$ cat src/rtl/shutter_pkg.sv
package shutter_pkg;

    typedef enum logic [1:0] {
        ST_HALT,
        ST_IRIS,
        ST_PAR,
        ST_SER
    } src_state_t;

    // Exposure lines for a 3-bit parallel speed code.
    function automatic int unsigned par_exposure(
        input logic [2:0]  code,
        input logic        ccir,
        input int unsigned slow_eia,
        input int unsigned slow_ccir
    );
        int unsigned e;
        unique case (code)
            3'd0:    e = 0;
            3'd1:    e = 2;
            3'd2:    e = 3;
            3'd3:    e = 8;
            3'd4:    e = 16;
            3'd5:    e = 31;
            3'd6:    e = 63;
            default: e = ccir ? slow_ccir : slow_eia;
        endcase
        return e;
    endfunction

endpackage

$ cat src/rtl/pin_sync.sv
module pin_sync #(
    parameter int W = 3
) (
    input  logic         clk,
    input  logic         rst_n,
    input  logic [W-1:0] pins,
    output logic [W-1:0] lvl
);
    logic [W-1:0] meta;

    always_ff @(posedge clk or negedge rst_n) begin
        if (!rst_n) begin
            meta <= '0;
            lvl  <= '0;
        end else begin
            meta <= pins;
            lvl  <= meta;
        end
    end
endmodule

$ cat src/rtl/edge_rise.sv
module edge_rise #(
    parameter int W = 2
) (
    input  logic         clk,
    input  logic         rst_n,
    input  logic [W-1:0] lvl,
    output logic [W-1:0] rise
);
    logic [W-1:0] prev;

    always_ff @(posedge clk or negedge rst_n) begin
        if (!rst_n) prev <= '0;
        else        prev <= lvl;
    end

    for (genvar i = 0; i < W; i++) begin : g_bit
        assign rise[i] = lvl[i] & ~prev[i];
    end
endmodule

$ cat src/rtl/serial_loader.sv
module serial_loader #(
    parameter int DW = 8
) (
    input  logic          clk,
    input  logic          rst_n,
    input  logic          sdat,
    input  logic          shift_rise,
    input  logic          load_rise,
    output logic [DW-1:0] active
);
    logic [DW-1:0] hold;

    always_ff @(posedge clk or negedge rst_n) begin
        if (!rst_n) begin
            hold   <= '0;
            active <= '0;
        end else begin
            if (shift_rise) hold   <= {hold[DW-2:0], sdat};
            if (load_rise)  active <= hold;
        end
    end
endmodule

$ cat src/rtl/iris_tracker.sv
module iris_tracker #(
    parameter int LW = 9
) (
    input  logic          clk,
    input  logic          rst_n,
    input  logic          step,
    input  logic          bright,
    input  logic [LW-1:0] limit,
    output logic [LW-1:0] k_nxt
);
    logic [LW-1:0] k;
    logic [LW-1:0] stepped;

    always_comb begin
        if (bright) stepped = (k >= limit) ? limit : k + 1'b1;
        else        stepped = (k == '0) ? '0 : k - 1'b1;
        k_nxt = (stepped > limit) ? limit : stepped;
    end

    always_ff @(posedge clk or negedge rst_n) begin
        if (!rst_n)    k <= '0;
        else if (step) k <= k_nxt;
    end
endmodule

$ cat src/rtl/exposure_shutter_ctrl.sv
module exposure_shutter_ctrl
    import shutter_pkg::*;
#(
    parameter int LINES_EIA     = 262,
    parameter int LINES_CCIR    = 312,
    parameter int SER_W         = 8,
    parameter int EXP_SLOW_EIA  = 157,
    parameter int EXP_SLOW_CCIR = 130
) (
    input  logic       clk,
    input  logic       rst_n,
    input  logic       field_stb,
    input  logic       line_stb,
    input  logic       xsub_en,
    input  logic       iris_sel,
    input  logic       par_sel,
    input  logic       std_ccir,
    input  logic       iris_bright,
    input  logic [2:0] spd_pins,
    output logic       xsub
);
    localparam int LMAX = (LINES_CCIR > LINES_EIA) ? LINES_CCIR : LINES_EIA;
    localparam int LW   = $clog2(LMAX + 1);

    src_state_t    state, state_nxt;
    logic [2:0]    pin_lvl;
    logic [1:0]    pin_rise;
    logic [SER_W-1:0] ser_val;
    logic [LW-1:0] lines;
    logic [LW-1:0] iris_nxt;
    logic [LW-1:0] exp_sel;
    logic [LW-1:0] k_sel;
    logic [LW-1:0] k_field;
    logic [LW-1:0] line_cnt;
    logic          iris_step;

    pin_sync #(.W(3)) u_sync (
        .clk(clk), .rst_n(rst_n), .pins(spd_pins), .lvl(pin_lvl)
    );

    edge_rise #(.W(2)) u_edge (
        .clk(clk), .rst_n(rst_n), .lvl(pin_lvl[1:0]), .rise(pin_rise)
    );

    serial_loader #(.DW(SER_W)) u_ser (
        .clk(clk), .rst_n(rst_n), .sdat(pin_lvl[2]),
        .shift_rise(pin_rise[1]), .load_rise(pin_rise[0]), .active(ser_val)
    );

    assign lines = std_ccir ? LW'(LINES_CCIR) : LW'(LINES_EIA);

    iris_tracker #(.LW(LW)) u_iris (
        .clk(clk), .rst_n(rst_n), .step(iris_step), .bright(iris_bright),
        .limit(lines), .k_nxt(iris_nxt)
    );

    // Source selection: priority enable > iris > parallel > serial
    always_comb begin
        if (!xsub_en)     state_nxt = ST_HALT;
        else if (iris_sel) state_nxt = ST_IRIS;
        else if (par_sel)  state_nxt = ST_PAR;
        else               state_nxt = ST_SER;
    end

    always_ff @(posedge clk or negedge rst_n) begin
        if (!rst_n) state <= ST_HALT;
        else        state <= state_nxt;
    end

    // Per-state outputs: K candidate and iris stepping
    always_comb begin
        iris_step = 1'b0;
        exp_sel   = '0;
        k_sel     = '0;
        unique case (state)
            ST_HALT: k_sel = '0;
            ST_IRIS: begin
                iris_step = field_stb;
                k_sel     = iris_nxt;
            end
            ST_PAR: begin
                exp_sel = LW'(par_exposure(pin_lvl, std_ccir,
                                           EXP_SLOW_EIA, EXP_SLOW_CCIR));
                k_sel   = (exp_sel > lines) ? '0 : lines - exp_sel;
            end
            ST_SER: begin
                exp_sel = LW'(ser_val);
                k_sel   = (exp_sel > lines) ? '0 : lines - exp_sel;
            end
        endcase
    end

    // Field latch and line counting
    always_ff @(posedge clk or negedge rst_n) begin
        if (!rst_n) begin
            k_field  <= '0;
            line_cnt <= '0;
        end else if (field_stb) begin
            k_field  <= k_sel;
            line_cnt <= '0;
        end else if (line_stb && line_cnt != '1) begin
            line_cnt <= line_cnt + 1'b1;
        end
    end

    always_ff @(posedge clk or negedge rst_n) begin
        if (!rst_n) xsub <= 1'b0;
        else        xsub <= line_stb && xsub_en && (state != ST_HALT)
                            && (line_cnt < k_field);
    end
endmodule

$ cat config.mk
export PLATFORM = sky130hd
export DESIGN_NAME = exposure_shutter_ctrl
export DESIGN_NICKNAME = d
export VERILOG_FILES = /design/src/rtl/shutter_pkg.sv /design/src/rtl/pin_sync.sv /design/src/rtl/edge_rise.sv /design/src/rtl/serial_loader.sv /design/src/rtl/iris_tracker.sv /design/src/rtl/exposure_shutter_ctrl.sv
export SDC_FILE = /design/constraint.sdc
export NUM_CORES = 1
export LEC_CHECK = 0
export BUFFER_PORTS_ARGS = -buffer_cell sky130_fd_sc_hd__buf_2
export CAP_MARGIN = 20
export CORE_ASPECT_RATIO = 1.1
export CORE_MARGIN = 8
export CORE_UTILIZATION = 57
export CTS_CLUSTER_DIAMETER = 50
export DETAILED_ROUTE_END_ITERATION = 8
export MAX_ROUTING_LAYER = met4
export PLACE_DENSITY = 0.73
export SLEW_MARGIN = 20
export SYNTH_ARGS = -nofsm -noshare
export SYNTH_HDL_FRONTEND = slang
export SYNTH_HIERARCHICAL = 1
export SYNTH_SLANG_ARGS = --single-unit
$ cat constraint.sdc
create_clock -name clk -period 3.9 [get_ports clk]
set_clock_uncertainty 0.05 [all_clocks]
set_input_delay 0.78 -clock clk [delete_from_list [all_inputs] [get_ports clk]]
set_output_delay 0.78 -clock clk [all_outputs]
set_load 0.03 [all_outputs]
==> impl_table.tex <==
\begin{tabular}{lr}
\hline
Metric & Value \\
\hline
\multicolumn{2}{l}{\textbf{Die}} \\
\quad Die width & 98.66 um \\
\quad Vert. Die Dim & 106.9 um \\
\quad Total die area & 10,550 um2 \\
\quad Rows & 33 \\
\quad Placeable core region & 7391 um2 \\
\quad Starting density of the core & 57.97\% \\
\quad Top-Level Pins & 13 \\
\multicolumn{2}{l}{\textbf{Timing}} \\
\quad Max Transition Viols Final & 0 \\
\quad Crit share post-route & 104.3\% \\
\quad Measured slew at the worst slew-check pin & 0.6301 ns \\
\quad Shortest clock period the worst path allows after layout & 4.067 ns \\
\quad Max Fclk & 245.9 MHz \\
\quad Final Worst Setup Slack & -0.1670 ns \\
\quad Unrepaired setup endpoints after global routing & yes \\
\quad Setup-violating endpoint count in the final report & 12 \\
\quad Relative slew margins & 58.00\% \\
\quad Final hold violation count & 0 \\
\multicolumn{2}{l}{\textbf{Final layout}} \\
\quad Antenna diodes & 0 \\
\quad Post-layout net count & 612 \\
\quad Most used cells in the layout excluding fill and tap cells & buf\_4, dfrtp\_1, nor2\_1 \\
\quad Most common cell after layout, fill and taps aside & buf\_4 \\
\quad Area delta synth->final & 25.58\% \\
\quad Layout cell share with drive strength beyond 1 & 30.29\% \\
\quad Final std cells w/o fill & 645 \\
\multicolumn{2}{l}{\textbf{Worst setup path}} \\
\quad Startpoint class of the critical path & primary input \\
\quad Data required time at the worst endpoint & 4.05 ns \\
\quad Launching point of the worst reg2reg path & u\_iris/k[7] \\
\quad Class of the most critical setup path & primary input to flop \\
\quad Kind of end point of the critical path & flop \\
\quad R2R Path End & k\_field[8] \\
\quad Depth of the most critical reg-to-reg path & 18 \\
\quad Maximum net fanout on the critical path & 5 \\
\quad FF-to-FF setup slack & 0.06 ns \\
\quad Data arrival time of the critical path & 4.22 ns \\
\multicolumn{2}{l}{\textbf{Placement}} \\
\quad Port buffer count & 12 \\
\quad Placer's final routability congestion estimate & 0.9381 \\
\quad Total half-perimeter wirelength after legalization and detailed placement & 8199 um \\
\quad Placed instance count & 622 \\
\quad Setup WS pre-CTS & -0.7417 ns \\
\multicolumn{2}{l}{\textbf{Clock network}} \\
\quad Clock tree from TritonCTS & built \\
\quad Clock tree sinks & 54 \\
\quad Clock latency at the later pin of the worst-skew pair & 0.31 ns \\
\quad Inserted Clock Buffers & 5 \\
\quad Clk root buf & clkbuf\_8 \\
\quad Maximum buffer depth of the clock tree & 2 \\
\quad Quantity of hold-fixing buffers added after cts & 0 \\
\quad Htree depth & 2 \\
\quad Clock input transition at the sequential cells of the worst setup and hold paths & 0.10 ns \\
\multicolumn{2}{l}{\textbf{Route}} \\
\quad Via density per instance & 5.907 \\
\quad First-pass detailed-route iteration total & 4 \\
\quad Starting DRC count in detailed routing & 162 \\
\quad Count of nets left with antenna violations after detail routing & 0 \\
\quad Mean routed wirelength per cell & 17.10 um \\
\quad DRC Markers & 0 \\
\quad Post-detailed-routing wire length & 11,030 um \\
\quad Total vias in the final route & 3,810 \\
\multicolumn{2}{l}{\textbf{Min path}} \\
\quad Depth of the worst hold-timing path & 0 \\
\quad Capture endpoint of the worst hold path & u\_sync/lvl[0] \\
\quad Hold\_sp & u\_sync/meta[0] \\
\quad Hold Crit Class & flop to flop \\
\multicolumn{2}{l}{\textbf{Yosys}} \\
\quad Multiplexer share of the synthesized area & 7.360\% \\
\quad Ys flop type & dfrtp\_1 \\
\quad Async S/R FF share, synth & 100.0\% \\
\quad Share of the synthesized netlist area taken by xor and xnor gates & 3.884\% \\
\quad Basic-gate share of the synthesized area counting and, or, nand and nor cells & 17.52\% \\
\quad Syn avg cell area & 8.925 um2 \\
\quad Area of the mapped netlist & 4284 um2 \\
\quad Combinational family with the most area after synthesis & compound AO/OA/AOI/OAI gates \\
\quad Post-synth cell types & 65 \\
\quad Compound-cell area share of the yosys netlist & 20.97\% \\
\quad Cell count after synthesis & 480 \\
\quad Post-synthesis share of cell area spent on full adders, half adders and majority gates & 13.14\% \\
\quad Sequential area share after synthesis & 31.54\% \\
\quad Number of enable flip-flop cells after synthesis & 0 \\
\quad Number of synthesized register bits & 54 \\
\quad Yosys synthesis warning count & 6 \\
\multicolumn{2}{l}{\textbf{Power and ir drop}} \\
\quad Sequential fraction of design power & 22.2\% \\
\quad Pwr/cell area & 693.8 nW/um2 \\
\quad Clock network fraction of total power & 10.2\% \\
\quad Internal power consumption & 2.160 mW \\
\quad Net switching power & 1.572 mW \\
\quad Pleak & 2.489 nW \\
\quad Worst VDD drop & 0.3230 mV \\
\quad Gate power share & 67.6\% \\
\quad Fraction of power spent switching nets & 42.13\% \\
\multicolumn{2}{l}{\textbf{Global route}} \\
\quad Pin count of the biggest net entering global routing & 32 \\
\quad Global-route usage over all layers & 21.86\% \\
\quad Antenna violations before repair & 0 \\
\quad Via count of the first global-routing pass & 3,757 \\
\quad Overflow left after global routing & 0 \\
\quad Wire length of the first global-routing pass & 18,170 um \\
\multicolumn{2}{l}{\textbf{Run status}} \\
\quad Violations in the final reports & negative setup slack \\
\quad Outcome & complete, but fails checks \\
\multicolumn{2}{l}{\textbf{Run}} \\
\quad Max cap viols & 0 \\
\hline
\end{tabular}
[power by group through the flow]
stage                     Sequential (mW)  Clock (mW)  Combinational (mW)
after global routing                0.850       0.407                2.73
after detailed placement            0.836           0                2.12
after CTS                           0.829       0.390                2.25
final                               0.829       0.380                2.52
after global placement              0.831           0                2.08
after floorplan                     0.822           0                1.39
[state kept, by name (all words and copies together) (netlist names), 2 cells and up]
signal and count:
u_iris/k 9, state 2, u_ser/active 8, line_cnt 9, u_sync/lvl 3, k_field 9, u_edge/prev 2, u_ser/hold 8
u_sync/meta 3
[kinds of logic (layout without fill, tap and decap cells)]
| kind of cell | Yosys count | after routing |
|---|---|---|
| fa+ha+maj | 44 | 44 |
| simple gates | 149 | 149 |
| xor+xnor | 19 | 19 |
| flops | 54 | 54 |
| buf+inv | 55 | 124 |
| mux | 23 | 23 |
| other cells | 2 | 11 |
| compound gates | 134 | 134 |
[repair_timing]
item,in CTS,in global routing
setup buffers,7,8
endpoints found under the setup margin,15,15
endpoints found under the hold margin,0,0
pin swaps,20,31
gates resized for setup,22,29
[worst max path at each step]
stage,start,to,cells past startpoint
after detailed placement,std_ccir,k_field[8],20
after global placement,std_ccir,k_field[8],20
after CTS,std_ccir,k_field[5],21
after floorplan,std_ccir,k_field[5],21
final,std_ccir,k_field[8],21
after global routing,std_ccir,k_field[5],22
[layout make-up]
class                      count  area (um2)
clock inverter                 3       45.04
timing repair buffer          81       636.9
clock buffer                   5       68.82
sequential                    54        1351
tap                           87       108.9
multi-input combinational    380        3029
fill                         547        2011
inverter                      35       140.1
[critical path, stage by stage]
cell and delay, ns:
buf_12 0.09, clkinvlp_4 0.08, inv_2 0.08, ha_4 0.20, a21o_1 0.19, a31oi_2 0.17
o211ai_1 0.18, buf_4 0.21, buf_4 0.14, o21ai_4 0.12, o21ai_1 0.07, ha_1 0.34
nand2_4 0.07, o31ai_4 0.25, o31ai_4 0.13, buf_4 0.16, o211ai_1 0.19, a21oi_2 0.10
a211o_1 0.28, a221oi_2 0.30, nor2_1 0.08
[metal layers]
layer | vias up | routed length, um | global-route usage (%)
li1 | 1871 | - | -
met1 | 1823 | 4592 | 24.63
met2 | 84 | 5670 | 38.38
met3 | 32 | 421 | 3.305
met4 | 0 | 344 | 8.342
met5 | - | 0 | -
[metrics by stage]
step           total power [mW]  TNS [ns]  instance area (um2)  hold slack, ns  util, %
2_1_floorplan             2.209   -0.1622                 4449          0.2812        -
3_3_place_gp              2.916    -6.946                 4926          0.2880    66.65
3_5_place_dp              2.954    -8.732                 4926          0.2880    66.65
4_1_cts                   3.471   -0.2692                 5187          0.3141    70.19
5_1_grt                   3.990    -3.927                 5380          0.3186    72.80
6_report                  3.733    -1.274                 5380          0.3113    72.80
[cells in the mapped netlist, drive strengths merged, types with 3 or more instances]
master	instances	share of area, %
o22ai	7	1.0
nand3	11	1.3
a31o	3	0.61
a211oi	3	0.53
buf	5	1.0
a32oi	4	0.99
nor2	53	4.6
a31oi	7	1.0
nand2	31	2.7
o21a	4	0.70
o211ai	4	0.70
o41ai	3	0.61
o2bb2ai	3	0.61
o21ai	30	3.5
ha	41	12
a22oi	4	0.70
clkbuf	15	1.3
dfrtp	54	32
mux2	20	6.7
inv	35	3.1
xor2	7	1.4
o21bai	3	0.53
o31ai	3	0.64
nor4	3	0.73
nor3	6	0.70
or4	4	0.70
a21o	7	1.2
and3	7	1.1
nand4	4	0.58
nor2b	9	1.7
mux2i	3	0.70
a21oi	30	3.5
nand2b	7	1.0
xnor2	12	2.5
or2	5	0.73
Note: power is estimated with default switching activity, not from simulation.
